### src/rtl/irq_hub_pkg.sv
// Shared decode constants for the interrupt hub.
// Assumes a 16-bit byte address split into 4 KiB regions by bits [15:12].
package irq_hub_pkg;
    typedef enum logic [3:0] {
        RGN_PRIO = 4'h0,
        RGN_EN   = 4'h1,
        RGN_CTX  = 4'h2
    } region_e;

    localparam logic [1:0] SZ_WORD   = 2'd2;
    localparam logic [7:0] OFF_THR   = 8'h00;
    localparam logic [7:0] OFF_CLAIM = 8'h04;

    typedef struct packed {
        logic prio;
        logic en;
        logic thr;
        logic clm;
    } hit_t;
endpackage

### src/rtl/irq_hub_gateway.sv
// Edge gateway: turns each source level into a single pending flag.
// Assumes levels are already synchronous to clk; one event per source at a time.
module irq_hub_gateway #(
    parameter int NUM_SRC = 6
) (
    input  logic               clk,
    input  logic               rst_n,
    input  logic [NUM_SRC-1:0] level_i,
    input  logic [NUM_SRC-1:0] clr_i,
    output logic [NUM_SRC-1:0] pend_o
);
    logic [NUM_SRC-1:0] level_d;

    // Keep last cycle's level for edge detection.
    always_ff @(posedge clk) begin
        if (!rst_n) level_d <= '0;
        else        level_d <= level_i;
    end

    for (genvar g = 0; g < NUM_SRC; g++) begin : g_src
        // Rising edge sets pending; falling edge or claim clears it.
        always_ff @(posedge clk) begin
            if (!rst_n)                          pend_o[g] <= 1'b0;
            else if (level_i[g] && !level_d[g])  pend_o[g] <= 1'b1;
            else if (!level_i[g] && level_d[g])  pend_o[g] <= 1'b0;
            else if (clr_i[g])                   pend_o[g] <= 1'b0;
        end

        AST_PEND_FROM_EDGE: assert property (@(posedge clk) disable iff (!rst_n)
            $rose(pend_o[g]) |-> $past(level_i[g]));
    end
endmodule

### src/rtl/irq_hub_select.sv
// Per-context winner selection over all candidate IDs.
// Assumes ID 0 is never a candidate; ties go to the lowest ID, priority 0 never wins.
module irq_hub_select #(
    parameter int NUM_IDS = 7,
    parameter int PRIO_W  = 3,
    localparam int IDW    = $clog2(NUM_IDS)
) (
    input  logic                      clk,
    input  logic                      rst_n,
    input  logic [NUM_IDS-1:0]        cand_i,
    input  logic [NUM_IDS*PRIO_W-1:0] prio_i,
    output logic [IDW-1:0]            best_id_o,
    output logic [PRIO_W-1:0]         best_prio_o
);
    // Linear scan: a later ID replaces the current best only on strictly higher priority.
    always_comb begin
        best_id_o   = '0;
        best_prio_o = '0;
        for (int i = 1; i < NUM_IDS; i++) begin
            if (cand_i[i] && (prio_i[i*PRIO_W +: PRIO_W] > best_prio_o)) begin
                best_id_o   = IDW'(i);
                best_prio_o = prio_i[i*PRIO_W +: PRIO_W];
            end
        end
    end

    AST_WINNER_VALID: assert property (@(posedge clk) disable iff (!rst_n)
        (best_id_o != '0) |-> (cand_i[best_id_o] && best_prio_o != '0));
endmodule

### src/rtl/irq_hub.sv
// Interrupt hub top: register decode, per-context state, claim/complete and outputs.
// Assumes one register access per cycle at most; the response is registered.
module irq_hub
    import irq_hub_pkg::*;
#(
    parameter int NUM_SRC   = 6,
    parameter int NUM_HART  = 2,
    parameter bit HAS_SMODE = 1'b1,
    parameter int PRIO_W    = 3,
    parameter int MAX_PRIO  = 6
) (
    input  logic                clk,
    input  logic                rst_n,
    input  logic [NUM_SRC-1:0]  src_level_i,
    input  logic                bus_req_i,
    input  logic                bus_we_i,
    input  logic [1:0]          bus_size_i,
    input  logic [15:0]         bus_addr_i,
    input  logic [31:0]         bus_wdata_i,
    output logic                bus_rsp_o,
    output logic                bus_err_o,
    output logic [31:0]         bus_rdata_o,
    output logic [NUM_HART-1:0] meip_o,
    output logic [NUM_HART-1:0] seip_o
);
    localparam int NUM_IDS  = NUM_SRC + 1;
    localparam int NUM_CTX  = HAS_SMODE ? 2 * NUM_HART : NUM_HART;
    localparam int EN_WORDS = (NUM_IDS + 31) / 32;
    localparam int IDW      = $clog2(NUM_IDS);
    localparam logic [9:0]        PID_MAX  = 10'(NUM_SRC);
    localparam logic [4:0]        EN_CTX_N = 5'(NUM_CTX);
    localparam logic [4:0]        EN_WD_N  = 5'(EN_WORDS);
    localparam logic [3:0]        CX_CTX_N = 4'(NUM_CTX);
    localparam logic [PRIO_W-1:0] MAXP     = PRIO_W'(MAX_PRIO);

    // Architectural state.
    logic [PRIO_W-1:0]  prio_q    [NUM_IDS];
    logic [NUM_IDS-1:0] en_q      [NUM_CTX];
    logic [NUM_IDS-1:0] claimed_q [NUM_CTX];
    logic [PRIO_W-1:0]  thr_q     [NUM_CTX];
    logic [NUM_CTX-1:0] irq_q;

    // Selection network signals.
    logic [NUM_SRC-1:0]        pend_src;
    logic [NUM_IDS-1:0]        pend_id;
    logic [NUM_IDS*PRIO_W-1:0] prio_flat;
    logic [NUM_IDS-1:0]        cand      [NUM_CTX];
    logic [IDW-1:0]            best_id   [NUM_CTX];
    logic [PRIO_W-1:0]         best_prio [NUM_CTX];
    logic [NUM_IDS-1:0]        claim_vec;

    // Address fields.
    region_e     region;
    logic [9:0]  prio_id;
    logic [4:0]  en_ctx;
    logic [4:0]  en_word;
    logic [3:0]  cx_ctx;
    logic [7:0]  cx_off;
    hit_t        hit;
    logic        acc_ok;
    logic        wr_ok;
    logic        rd_ok;
    logic [31:0] rd_nx;
    logic        claim_fire;

    assign region  = region_e'(bus_addr_i[15:12]);
    assign prio_id = bus_addr_i[11:2];
    assign en_ctx  = bus_addr_i[11:7];
    assign en_word = bus_addr_i[6:2];
    assign cx_ctx  = bus_addr_i[11:8];
    assign cx_off  = bus_addr_i[7:0];

    // Decode which register the access targets.
    always_comb begin
        hit.prio = (region == RGN_PRIO) && (prio_id <= PID_MAX);
        hit.en   = (region == RGN_EN) && (en_ctx < EN_CTX_N) && (en_word < EN_WD_N);
        hit.thr  = (region == RGN_CTX) && (cx_ctx < CX_CTX_N) && (cx_off == OFF_THR);
        hit.clm  = (region == RGN_CTX) && (cx_ctx < CX_CTX_N) && (cx_off == OFF_CLAIM);
    end

    assign acc_ok = (bus_size_i == SZ_WORD) && (bus_addr_i[1:0] == 2'b00) && (|hit);
    assign wr_ok  = bus_req_i && bus_we_i && acc_ok;
    assign rd_ok  = bus_req_i && !bus_we_i && acc_ok;

    // Gateway turns source levels into pending flags.
    irq_hub_gateway #(.NUM_SRC(NUM_SRC)) u_gateway (
        .clk     (clk),
        .rst_n   (rst_n),
        .level_i (src_level_i),
        .clr_i   (claim_vec[NUM_IDS-1:1]),
        .pend_o  (pend_src)
    );
    assign pend_id = {pend_src, 1'b0};

    // Flatten priorities for the selectors.
    always_comb begin
        prio_flat = '0;
        for (int i = 0; i < NUM_IDS; i++) prio_flat[i*PRIO_W +: PRIO_W] = prio_q[i];
    end

    for (genvar c = 0; c < NUM_CTX; c++) begin : g_ctx
        assign cand[c] = pend_id & en_q[c] & ~claimed_q[c];

        irq_hub_select #(.NUM_IDS(NUM_IDS), .PRIO_W(PRIO_W)) u_select (
            .clk         (clk),
            .rst_n       (rst_n),
            .cand_i      (cand[c]),
            .prio_i      (prio_flat),
            .best_id_o   (best_id[c]),
            .best_prio_o (best_prio[c])
        );

        // Register the context output from the winner and threshold.
        always_ff @(posedge clk) begin
            if (!rst_n) irq_q[c] <= 1'b0;
            else        irq_q[c] <= best_prio[c] > thr_q[c];
        end

        AST_IRQ_NEEDS_WINNER: assert property (@(posedge clk) disable iff (!rst_n)
            irq_q[c] |-> $past(best_id[c] != '0));
        AST_THR_IN_RANGE: assert property (@(posedge clk) disable iff (!rst_n)
            thr_q[c] <= MAXP);
        AST_ID0_NEVER_SET: assert property (@(posedge clk) disable iff (!rst_n)
            !en_q[c][0] && !claimed_q[c][0]);
    end

    // Claim read: one-hot of the addressed context's winner.
    always_comb begin
        claim_vec  = '0;
        claim_fire = 1'b0;
        if (rd_ok && hit.clm) begin
            for (int c = 0; c < NUM_CTX; c++) begin
                if (int'(cx_ctx) == c && best_id[c] != '0) begin
                    claim_fire = 1'b1;
                    for (int i = 1; i < NUM_IDS; i++)
                        if (best_id[c] == IDW'(i)) claim_vec[i] = 1'b1;
                end
            end
        end
    end

    // Read data mux for accepted reads.
    always_comb begin
        rd_nx = '0;
        if (hit.prio) begin
            for (int i = 1; i < NUM_IDS; i++)
                if (prio_id == 10'(i)) rd_nx = 32'(prio_q[i]);
        end else if (hit.en) begin
            for (int c = 0; c < NUM_CTX; c++)
                if (int'(en_ctx) == c)
                    for (int i = 0; i < NUM_IDS; i++)
                        if (int'(en_word) == i / 32) rd_nx[i % 32] = en_q[c][i];
        end else if (hit.thr) begin
            for (int c = 0; c < NUM_CTX; c++)
                if (int'(cx_ctx) == c) rd_nx = 32'(thr_q[c]);
        end else if (hit.clm) begin
            for (int c = 0; c < NUM_CTX; c++)
                if (int'(cx_ctx) == c) rd_nx = 32'(best_id[c]);
        end
    end

    // Priority registers: masked write, kept if above the maximum.
    always_ff @(posedge clk) begin
        if (!rst_n) begin
            for (int i = 0; i < NUM_IDS; i++) prio_q[i] <= '0;
        end else if (wr_ok && hit.prio) begin
            for (int i = 1; i < NUM_IDS; i++)
                if (prio_id == 10'(i) && bus_wdata_i[PRIO_W-1:0] <= MAXP)
                    prio_q[i] <= bus_wdata_i[PRIO_W-1:0];
        end
    end

    // Per-context enables, thresholds and claimed marks.
    always_ff @(posedge clk) begin
        if (!rst_n) begin
            for (int c = 0; c < NUM_CTX; c++) begin
                en_q[c]      <= '0;
                claimed_q[c] <= '0;
                thr_q[c]     <= '0;
            end
        end else begin
            for (int c = 0; c < NUM_CTX; c++) begin
                if (wr_ok && hit.en && int'(en_ctx) == c) begin
                    for (int i = 1; i < NUM_IDS; i++)
                        if (int'(en_word) == i / 32) en_q[c][i] <= bus_wdata_i[i % 32];
                end
                if (wr_ok && hit.thr && int'(cx_ctx) == c &&
                    bus_wdata_i[PRIO_W-1:0] <= MAXP)
                    thr_q[c] <= bus_wdata_i[PRIO_W-1:0];
                if (wr_ok && hit.clm && int'(cx_ctx) == c &&
                    bus_wdata_i < 32'(NUM_IDS)) begin
                    for (int i = 1; i < NUM_IDS; i++)
                        if (bus_wdata_i == 32'(i) && en_q[c][i]) claimed_q[c][i] <= 1'b0;
                end
                if (claim_fire && int'(cx_ctx) == c)
                    claimed_q[c] <= claimed_q[c] | claim_vec;
            end
        end
    end

    // Registered one-cycle response.
    always_ff @(posedge clk) begin
        if (!rst_n) begin
            bus_rsp_o   <= 1'b0;
            bus_err_o   <= 1'b0;
            bus_rdata_o <= '0;
        end else begin
            bus_rsp_o   <= bus_req_i;
            bus_err_o   <= bus_req_i && !acc_ok;
            bus_rdata_o <= rd_ok ? rd_nx : '0;
        end
    end

    AST_ERR_ZERO_DATA: assert property (@(posedge clk) disable iff (!rst_n)
        bus_err_o |-> (bus_rsp_o && bus_rdata_o == '0));

    // Map contexts onto per-hart machine and supervisor outputs.
    for (genvar h = 0; h < NUM_HART; h++) begin : g_hart
        if (HAS_SMODE) begin : g_two
            assign meip_o[h] = irq_q[2*h];
            assign seip_o[h] = irq_q[2*h+1];
        end else begin : g_one
            assign meip_o[h] = irq_q[h];
            assign seip_o[h] = 1'b0;
        end
    end
endmodule

### config.mk
export PLATFORM = sky130hd
export DESIGN_NAME = irq_hub
export DESIGN_NICKNAME = d
export VERILOG_FILES = /design/src/rtl/irq_hub_pkg.sv /design/src/rtl/irq_hub_gateway.sv /design/src/rtl/irq_hub_select.sv /design/src/rtl/irq_hub.sv
export SDC_FILE = /design/constraint.sdc
export NUM_CORES = 1
export LEC_CHECK = 0
export BUFFER_PORTS_ARGS = -buffer_cell sky130_fd_sc_hd__buf_2
export CAP_MARGIN = 20
export CELL_PAD_IN_SITES_DETAIL_PLACEMENT = 0
export CELL_PAD_IN_SITES_GLOBAL_PLACEMENT = 1
export CORE_UTILIZATION = 28
export DETAILED_ROUTE_END_ITERATION = 10
export GPL_ROUTABILITY_DRIVEN = 0
export PLACE_DENSITY_LB_ADDON = 0.15
export SLEW_MARGIN = 20
export SYNTH_ARGS = -nofsm -noshare
export SYNTH_HDL_FRONTEND = slang
export SYNTH_SLANG_ARGS = --single-unit
### constraint.sdc
create_clock -name clk -period 10.5 [get_ports clk]
set_input_delay 0.525 -clock clk [delete_from_list [all_inputs] [get_ports clk]]
set_output_delay 0.525 -clock clk [all_outputs]
set_load 0.01 [all_outputs]
==> results.sh, run 1 <==
export IMPL_crit_type="register to register"
export IMPL_grtUsageTotal=0.210
export IMPL_setup_viol=0
export IMPL_skew_ps=16.9
export IMPL_dieArea_mm2=0.0307
export IMPL_start_util=0.284
export IMPL_synth_area_mm2=0.00840
export IMPL_cts_tree="done"
export IMPL_vias=7590
export IMPL_avgRoutedWirePerCell_um=22.1
export IMPL_grt_pass1_wl_mm=47.7
export IMPL_ant_nets=0
export IMPL_crit_fanout=12
export IMPL_clock_path_buffers=2
export IMPL_required_ps=10620
export IMPL_placed_area_mm2=0.00909
export IMPL_top_layer_used="met4"
export IMPL_cts_root_buf="clkbuf_16"
export IMPL_hp_class="input port to register"
export IMPL_whs_ps=377
export IMPL_grt_pass1_vias=7324
export IMPL_h_tree_depth=3
export IMPL_fin_cells=1432
export IMPL_fmax_ghz=0.107
export IMPL_r2r_start="u_gateway.pend_o[0]"
export IMPL_worst_ep_arrival_time_ps=9430
export IMPL_cp_slowest_cell="nor2_1"
export IMPL_r2r_end="claimed_q[0][3]"
export IMPL_ys_flop_type="edfxtp_1"
export IMPL_area_growth_syn_to_layout_pct=12.0
export IMPL_clk_pin_slew_ps=90
export IMPL_power_density_mw_per_mm2=110
export IMPL_nNetsFinal=1171
export IMPL_design_core_area_mm2=0.0296
export IMPL_dr_wl_met2_mm=14.1
export IMPL_grt_start_max_net_pins=57
export IMPL_synth_edff_count=78
export IMPL_fin_util=0.318
export IMPL_overflow=0
export IMPL_ys_warnings_count=0
export IMPL_dr_wl_met3_mm=1.11
export IMPL_rsz0062_at_grt="no"
export IMPL_tightestPinTransition_ps=1000
export IMPL_synth_yosys_seq_area_share=0.339
export IMPL_die_height_um=175
export IMPL_p_sw_frac=0.326
export IMPL_synth_seq_cells=103
export IMPL_r2r_cells=33
export IMPL_cp_start_kind="register"
export IMPL_placementRows=63
export IMPL_multiInputGateArea_mm2=0.00511
export IMPL_pwr_share_seq=0.467
export IMPL_worstSkewPairLatency_ps=370
export IMPL_finalHoldViolCount=0
export IMPL_synth_compound_area_share=0.161
export IMPL_syn_inst=974
export IMPL_min_period_ps=9310
export IMPL_reg2reg_slack_ps=1190
export IMPL_dp_cells=1416
export IMPL_cts_hold_buffers=0
export IMPL_crit_path_frequent_cell="nand2_1"
export IMPL_max_stage_delay_ps=550
export IMPL_diodes=0
export IMPL_fillers=3163
export IMPL_p_clk_frac=0.359
export IMPL_status="finished, final reports clean"
export IMPL_synth_area_top_cells="edfxtp_1 (28%), ha_1 (11%), nand2_1 (6.6%), dfxtp_1 (6.0%), o21ai_0 (4.1%)"
export IMPL_netSwitchingPower_mw=0.336
export IMPL_synth_mux_area_frac=0.0811
export IMPL_max_vdd_ir_drop_v=0.0000648
export IMPL_internal_power_mw=0.695
export IMPL_cts_sinks=103
export IMPL_synth_xor_area_frac=0
export IMPL_setup_tns_ps=0
export IMPL_regArea_mm2=0.00284
export IMPL_port_buffers=72
export IMPL_cap_violations=0
export IMPL_antenna_found_initial=0
export IMPL_vias_per_cell=5.30
export IMPL_dp_hpwl_mm=25.1
export IMPL_drt_pass1_iterations=5
export IMPL_drt_iter0_drc=584
export IMPL_p_leak_nw=3.86
export IMPL_synth_top_family_by_area="simple AND/OR/NAND/NOR gates"
export IMPL_crit_end="claimed_q[0][3]"
export IMPL_num_io_pins=98
export IMPL_yosys_area_top_type_share=0.279
export IMPL_die_w_um=175
export IMPL_syn_area_per_cell_um2=8.62
export IMPL_p_comb_frac=0.174
export IMPL_min_path_cells=2
export IMPL_post_cts_setup_buffer_count=0
export IMPL_slew_headroom=0.325
export IMPL_endpoint_kind="register"
export IMPL_crit_start="u_gateway.pend_o[0]"
export IMPL_drc=0
export IMPL_slew_viol_final=0
export IMPL_synth_fa_ha_area_frac=0.110
export IMPL_synth_cell_types=77
export IMPL_ys_async_sr_fraction=0
export IMPL_postLayoutCellArea_mm2=0.00941
export IMPL_finalCritPeriodShare=0.887
export IMPL_yosys_area_top_type="edfxtp_1"
export IMPL_wl_met1_mm=15.5
export IMPL_synth_simple_gate_area_frac=0.246
export IMPL_ctsResizeCount=0
export IMPL_cts_made_buffers=9
export IMPL_wl_mm=31.7
export IMPL_drive_gt1_frac=0.136
[cells in the mapped netlist, drive strengths merged, types with 19 or more instances]
cell and number:
mux2 20, a21oi 48, inv 58, mux2i 32, dfxtp 25, edfxtp 78, nand3 37, nand2 148
o21ai 71, ha 74, clkbuf 19, buf 35, and3 23, nor3 21, nor2 83
[power by group through the flow]
stage	Sequential (mW)	Clock [mW]	Combinational, mW
2_1_floorplan	0.477	0	0.128
3_3_place_gp	0.491	0	0.180
3_5_place_dp	0.491	0	0.179
4_1_cts	0.482	0.377	0.180
5_1_grt	0.484	0.392	0.203
6_report	0.482	0.370	0.180
[area by class of cell]
class,count,area share
multi-input cells,783,0.543
flip-flops and latches,103,0.302
well taps,390,0.0519
repair buffers,82,0.0463
clock buffers,9,0.0239
inverters,58,0.0231
clock inverters,7,0.00918
[sequential cells by signal (all words and copies together) (netlist names)]
| register | cells |
|---|---|
| bus_err_o | 1 |
| bus_rdata_o | 7 |
| bus_rsp_o | 1 |
| claimed_q | 24 |
| en_q | 24 |
| meip_o | 2 |
| prio_q | 18 |
| seip_o | 2 |
| thr_q | 12 |
| u_gateway.level_d | 6 |
| u_gateway.pend_o | 6 |
[layout by cell type (no fill, tap or decap), drive strengths merged, types with 7 or more instances in the layout]
| master | count |
|---|---|
| a21oi | 48 |
| a22oi | 7 |
| a31oi | 16 |
| and2 | 17 |
| and3 | 23 |
| buf | 82 |
| clkbuf | 9 |
| conb | 25 |
| dfxtp | 25 |
| edfxtp | 78 |
| ha | 74 |
| inv | 61 |
| mux2 | 20 |
| mux2i | 32 |
| nand2 | 148 |
| nand3 | 37 |
| nand3b | 16 |
| nand4 | 9 |
| nor2 | 83 |
| nor2b | 13 |
| nor3 | 21 |
| nor3b | 8 |
| nor4 | 12 |
| o21a | 17 |
| o21ai | 71 |
| or3 | 7 |
[routing by layer]
metal / vias up / GRT usage
met1: 3694 / 0.297
li1: 3651 / -
met4: 0 / 0.0681
met3: 34 / 0.0165
met5: - / 0
met2: 211 / 0.337
[worst max-delay path: cells and delay by family (launching register included)]
kind	cells	cell delay, ps
and+or+nand+nor	12	2830
buffers and inverters	1	70
DFF	1	510
AOI/OAI and AO/OA	12	3060
adders and majority gates	5	1640
muxes	3	940
[kinds of logic after synthesis]
logic type,Yosys count
muxes,58
other,1
adders and majority gates,74
buffers and inverters,112
AOI/OAI and AO/OA,210
DFF,103
and+or+nand+nor,416
[worst min path at each step]
stage,start,end
after floorplan,u_gateway.pend_o[2],u_gateway.pend_o[2]
after detailed placement,u_gateway.pend_o[2],u_gateway.pend_o[2]
final,src_level_i[4],u_gateway.level_d[4]
after global placement,u_gateway.pend_o[2],u_gateway.pend_o[2]
after global routing,src_level_i[4],u_gateway.level_d[4]
after CTS,src_level_i[1],u_gateway.level_d[1]
[stage by stage]
stage          total power [mW]  worst slack, ps
6_report                   1.03             1190
2_1_floorplan             0.604             2710
5_1_grt                    1.08              481
4_1_cts                    1.04             1370
3_5_place_dp              0.670             1420
3_3_place_gp              0.671             1320
(Power assumes the default switching activity.)
==> inputs of run 2 (changes only) <==
--- a/config.mk
+++ b/config.mk
@@ -9,7 +9,7 @@
 export CAP_MARGIN = 20
 export CELL_PAD_IN_SITES_DETAIL_PLACEMENT = 0
 export CELL_PAD_IN_SITES_GLOBAL_PLACEMENT = 1
-export CORE_UTILIZATION = 28
+export CORE_UTILIZATION = 45
 export DETAILED_ROUTE_END_ITERATION = 10
 export GPL_ROUTABILITY_DRIVEN = 0
 export PLACE_DENSITY_LB_ADDON = 0.15
==> run 2 against run 1 <==
  * Via count rose by 1.8%
  * Critical endpoint is now claimed_q[2][4]
  * Critical path depth did not move
  * Hold slack improved by 16 ps
  * Utilization rose by 19 points
  * Power fell by 4.0%
==> results.sh, run 2 (synthesis gave the netlist of run 1 again) <==
export IMPL_max_vdd_ir_drop_v=0.0000947
export IMPL_overflow=0
export IMPL_drt_pass1_iterations=6
export IMPL_dp_hpwl_mm=21.8
export IMPL_ant_nets=0
export IMPL_slew_headroom=0.234
export IMPL_avgRoutedWirePerCell_um=21.5
export IMPL_ctsResizeCount=0
export IMPL_finalCritPeriodShare=0.867
export IMPL_required_ps=10700
export IMPL_dr_wl_met3_mm=2.18
export IMPL_area_growth_syn_to_layout_pct=9.06
export IMPL_h_tree_depth=3
export IMPL_tightestPinTransition_ps=1140
export IMPL_p_comb_frac=0.176
export IMPL_cp_slowest_cell="a311oi_1"
export IMPL_cts_root_buf="clkbuf_16"
export IMPL_worst_ep_arrival_time_ps=9310
export IMPL_vias=7730
export IMPL_whs_ps=393
export IMPL_pwr_share_seq=0.487
export IMPL_cts_made_buffers=9
export IMPL_grt_pass1_vias=7432
export IMPL_grt_pass1_wl_mm=42.3
export IMPL_power_density_mw_per_mm2=108
export IMPL_pre_cts_slack_ps=1520
export IMPL_drc=0
export IMPL_post_cts_setup_buffer_count=0
export IMPL_grt_start_max_net_pins=57
export IMPL_dp_cells=1251
export IMPL_layout_common_cells="nand2_1 (147), nor2_1 (82), edfxtp_1 (78)"
export IMPL_crit_type="register to register"
export IMPL_setup_tns_ps=0
export IMPL_placementRows=49
export IMPL_diodes=0
export IMPL_die_height_um=139
export IMPL_clock_path_buffers=2
export IMPL_design_core_area_mm2=0.0181
export IMPL_placed_area_mm2=0.00886
export IMPL_cts_hold_buffers=0
export IMPL_status="finished, final reports clean"
export IMPL_endpoint_kind="register"
export IMPL_internal_power_mw=0.690
export IMPL_cp_start_kind="register"
export IMPL_start_util=0.463
export IMPL_netSwitchingPower_mw=0.300
export IMPL_p_clk_frac=0.337
export IMPL_p_sw_frac=0.303
export IMPL_layout_commonest_cell="nand2_1"
export IMPL_port_buffers=72
export IMPL_cts_tree="done"
export IMPL_finalHoldViolCount=0
export IMPL_wl_mm=27.3
export IMPL_fin_cells=1267
export IMPL_clk_pin_slew_ps=70
export IMPL_fin_ws_ps=1390
export IMPL_dieArea_mm2=0.0192
export IMPL_top_regs="claimed_q: 24 flops, en_q: 24 flops, prio_q: 18 flops"
export IMPL_antenna_found_initial=0
export IMPL_grtUsageTotal=0.291
export IMPL_cap_violations=0
export IMPL_slew_viol_final=0
export IMPL_die_w_um=139
export IMPL_dr_wl_met2_mm=11.3
export IMPL_drt_iter0_drc=683
export IMPL_num_io_pins=98
export IMPL_skew_ps=14.3
export IMPL_p_leak_nw=3.83
export IMPL_crit_fanout=10
export IMPL_cts_sinks=103
export IMPL_crit_path_frequent_cell="ha_1"
export IMPL_min_period_ps=9110
export IMPL_postLayoutCellArea_mm2=0.00916
export IMPL_max_stage_delay_ps=830
export IMPL_fmax_ghz=0.110
export IMPL_vias_per_cell=6.10
export IMPL_nNetsFinal=1167
export IMPL_setup_viol=0
export IMPL_hp_class="input port to register"
export IMPL_worstSkewPairLatency_ps=360
export IMPL_wl_met1_mm=12.4
export IMPL_drive_gt1_frac=0.132
export IMPL_rsz0062_at_grt="no"
export IMPL_power_total_mw=0.990
export IMPL_top_layer_used="met4"
export IMPL_fin_util=0.505
[run 2: final cells by class]
| class | instances | area (um^2) |
|---|---|---|
| multi-input combinational | 783 | 5110 |
| timing repair buffer | 78 | 405 |
| tap | 229 | 287 |
| fill | 1799 | 8990 |
| clock inverter | 6 | 63.8 |
| inverter | 58 | 218 |
| clock buffer | 10 | 229 |
| sequential | 103 | 2840 |
[run 2: final timing paths]
path	from	endpoint	slack, ps	cells after the start
max	prio_q[0][4]	claimed_q[2][4]	1390	33
min	src_level_i[1]	u_gateway.level_d[1]	390	2
max reg2reg	prio_q[0][4]	claimed_q[2][4]	1390	33
min reg2reg	u_gateway.pend_o[2]	u_gateway.pend_o[2]	560	2
[run 2: worst max-delay path, delay by kind of cell, from the launching register on]
kind	cells	cell delay, ps
AO/OA/AOI/OAI	11	3540
AND/OR/NAND/NOR	13	2220
adder cells (fa/ha/maj)	5	1420
multiplexers	3	1160
flip-flops	1	570
buffers and inverters	1	50
[run 2: layer usage]
metal,GRT usage,vias up
met5,0,-
li1,-,3648
met3,0.0494,45
met2,0.424,340
met1,0.412,3697
met4,0.158,0
[run 2: power groups by stage]
| stage | sequential, mW | clock (mW) | combinational (mW) |
|---|---|---|---|
| detailed placement | 0.490 | 0 | 0.172 |
| global route | 0.484 | 0.351 | 0.197 |
| CTS | 0.480 | 0.339 | 0.173 |
| floorplan | 0.477 | 0 | 0.128 |
| finish | 0.482 | 0.334 | 0.174 |
| global placement | 0.489 | 0 | 0.171 |
==> inputs of run 3 (changes only) <==
--- a/config.mk
+++ b/config.mk
@@ -5,11 +5,13 @@
 export SDC_FILE = /design/constraint.sdc
 export NUM_CORES = 1
 export LEC_CHECK = 0
+export ABC_AREA = 1
 export BUFFER_PORTS_ARGS = -buffer_cell sky130_fd_sc_hd__buf_2
 export CAP_MARGIN = 20
-export CELL_PAD_IN_SITES_DETAIL_PLACEMENT = 0
+export CELL_PAD_IN_SITES_DETAIL_PLACEMENT = 1
 export CELL_PAD_IN_SITES_GLOBAL_PLACEMENT = 1
-export CORE_UTILIZATION = 45
+export CORE_UTILIZATION = 44
+export CTS_CLUSTER_SIZE = 8
 export DETAILED_ROUTE_END_ITERATION = 10
 export GPL_ROUTABILITY_DRIVEN = 0
 export PLACE_DENSITY_LB_ADDON = 0.15
==> run 3 against run 2 <==
  * Power up 3.7%
  * Critical path depth unchanged
  * Clock power up 5%
  * Worst setup slack better by 1000 ps
  * Combinational power up 13%
  * Register-to-register slack better by 1000 ps
  * Non-clock buffer count down 4
  * Count of clock-buffer cells in the layout down 1
  * Sequential share of layout area down 0.31 points
  * Final cell count up 13%
  * Sequential power about the same
  * Fmax up 13%
==> results.sh, run 3 <==
export IMPL_status="finished, final reports clean"
export IMPL_cts_tree="done"
export IMPL_drt_iter0_drc=644
export IMPL_fillers=2419
export IMPL_power_total_mw=1.03
export IMPL_setup_tns_ps=0
export IMPL_cp_start_kind="register"
export IMPL_worstSkewPairLatency_ps=370
export IMPL_drc=0
export IMPL_synth_edff_count=78
export IMPL_finalHoldViolCount=0
export IMPL_max_stage_delay_ps=630
export IMPL_rsz0062_at_grt="no"
export IMPL_nNetsFinal=1333
export IMPL_drive_gt1_frac=0.134
export IMPL_layout_commonest_cell="nand2_1"
export IMPL_synth_yosys_seq_area_share=0.336
export IMPL_design_core_area_mm2=0.0188
export IMPL_post_cts_setup_buffer_count=0
export IMPL_drt_pass1_iterations=5
export IMPL_fmax_ghz=0.124
export IMPL_port_buffers=72
export IMPL_crit_path_frequent_cell="nand2_1"
export IMPL_die_w_um=141
export IMPL_cap_violations=0
export IMPL_layout_common_cells="nand2_1 (218), nor2_1 (138), inv_1 (126)"
export IMPL_area_growth_syn_to_layout_pct=9.29
export IMPL_skew_ps=14.1
export IMPL_antenna_found_initial=0
export IMPL_cts_sinks=103
export IMPL_vias=8353
export IMPL_dieArea_mm2=0.0198
export IMPL_clock_path_buffers=2
export IMPL_power_density_mw_per_mm2=111
export IMPL_max_vdd_ir_drop_v=0.0000860
export IMPL_avgRoutedWirePerCell_um=20.7
export IMPL_cp_slowest_cell="o31ai_1"
export IMPL_yosys_area_top_type_share=0.277
export IMPL_slew_headroom=0.397
export IMPL_synth_area_top_cells="edfxtp_1 (28%), ha_1 (11%), nand2_1 (9.7%), nand3_1 (7.0%), nor2_1 (6.1%)"
export IMPL_cts_made_buffers=9
export IMPL_required_ps=10600
export IMPL_ant_nets=0
export IMPL_placementRows=50
export IMPL_min_period_ps=8080
export IMPL_dp_hpwl_mm=24.1
export IMPL_synth_cell_types=51
export IMPL_diodes=0
export IMPL_cts_root_buf="clkbuf_16"
export IMPL_finalCritPeriodShare=0.769
export IMPL_h_tree_depth=3
export IMPL_ys_flop_type="edfxtp_1"
export IMPL_synth_area_mm2=0.00846
export IMPL_crit_fanout=12
export IMPL_syn_area_per_cell_um2=7.50
export IMPL_ys_async_sr_fraction=0
export IMPL_hp_class="input port to register"
export IMPL_fin_ws_ps=2420
export IMPL_setup_viol=0
export IMPL_cts_hold_buffers=0
export IMPL_reg2reg_slack_ps=2420
export IMPL_ys_warnings_count=0
export IMPL_wl_mm=29.7
export IMPL_synth_top_cells_by_count="nand2_1 (218), nor2_1 (138), inv_1 (126)"
export IMPL_whs_ps=352
export IMPL_pre_cts_slack_ps=2600
export IMPL_syn_inst=1129
export IMPL_ctsResizeCount=0
export IMPL_yosys_area_top_type="edfxtp_1"
export IMPL_grt_pass1_vias=8348
export IMPL_vias_per_cell=5.81
export IMPL_crit_type="register to register"
export IMPL_worst_ep_arrival_time_ps=8180
export IMPL_synth_seq_cells=103
export IMPL_grt_pass1_wl_mm=45.9
export IMPL_p_leak_nw=4.23
export IMPL_num_io_pins=98
export IMPL_overflow=0
export IMPL_slew_viol_final=0
export IMPL_die_height_um=141
export IMPL_grtUsageTotal=0.307
export IMPL_grt_start_max_net_pins=59
export IMPL_clk_pin_slew_ps=80
export IMPL_top_regs="claimed_q: 24 flops, en_q: 24 flops, prio_q: 18 flops"
export IMPL_start_util=0.451
export IMPL_endpoint_kind="register"
export IMPL_synth_most_common_cell="nand2_1"
export IMPL_tightestPinTransition_ps=901
run 3: cell types whose count changed after synthesis, moves of 15 or more:
cell | before | now
nand3_1 | 37 | 119
nand2_1 | 147 | 218
inv_1 | 58 | 126
nor2_1 | 82 | 138
mux2i_1 | 32 | 0
and3_1 | 23 | 1
mux2_2 | 20 | 0
and2_1 | 16 | 0
nand3b_1 | 16 | 1
run 3: cell type report:
type | instances | area, um^2 | share of cell area
multi-input cells | 872 | 4910 | 0.531
flip-flops and latches | 103 | 2840 | 0.307
inverters | 139 | 522 | 0.0564
repair buffers | 74 | 375 | 0.0406
well taps | 234 | 293 | 0.0317
clock buffers | 9 | 225 | 0.0244
clock inverters | 7 | 76.3 | 0.00825
run 3: critical path, delay by kind of cell (launching register included):
kind | cells | cell delay, ps
buffers and inverters | 2 | 250
and+or+nand+nor | 14 | 2590
adders and majority gates | 5 | 1610
DFF | 1 | 490
AOI/OAI and AO/OA | 12 | 2860
run 3: worst paths after layout:
check / cells past startpoint / from / endpoint
worst max-delay path: 33 / en_q[3][0] / claimed_q[2][2]
worst min-delay path: 3 / src_level_i[2] / u_gateway.level_d[2]
worst max register to register: 33 / en_q[3][0] / claimed_q[2][2]
worst min register to register: 2 / u_gateway.pend_o[3] / u_gateway.pend_o[3]
run 3: kinds of logic after synthesis:
group / Yosys count / synth area share
adders and majority gates: 74 / 0.109
DFF: 103 / 0.336
buffers and inverters: 178 / 0.0948
and+or+nand+nor: 562 / 0.314
AOI/OAI and AO/OA: 211 / 0.145
other: 1 / 0.000443
run 3: metal layers:
metal / vias up / global-route usage / routed length [um]
met1: 4050 / 0.396 / 13100
met2: 282 / 0.532 / 14300
met5: - / 0 / 0
met4: 0 / 0.0870 / 608
li1: 3979 / - / -
met3: 42 / 0.0479 / 1730
run 3: through the flow:
stage / area (um^2) / cells / util
after detailed placement: 8940 / 1422 / 0.476
after floorplan: 8550 / 1153 / -
final: 9250 / 1438 / 0.493
after global routing: 9250 / 1438 / 0.493
after CTS: 9240 / 1438 / 0.492
after global placement: 8940 / 1422 / 0.476
run 3: where the power goes:
part	internal, mW	total [mW]	leakage, nW	switching (mW)
clock network	0.169	0.351	0.140	0.182
registers	0.456	0.479	0.966	0.0230
logic	0.0649	0.197	3.12	0.132
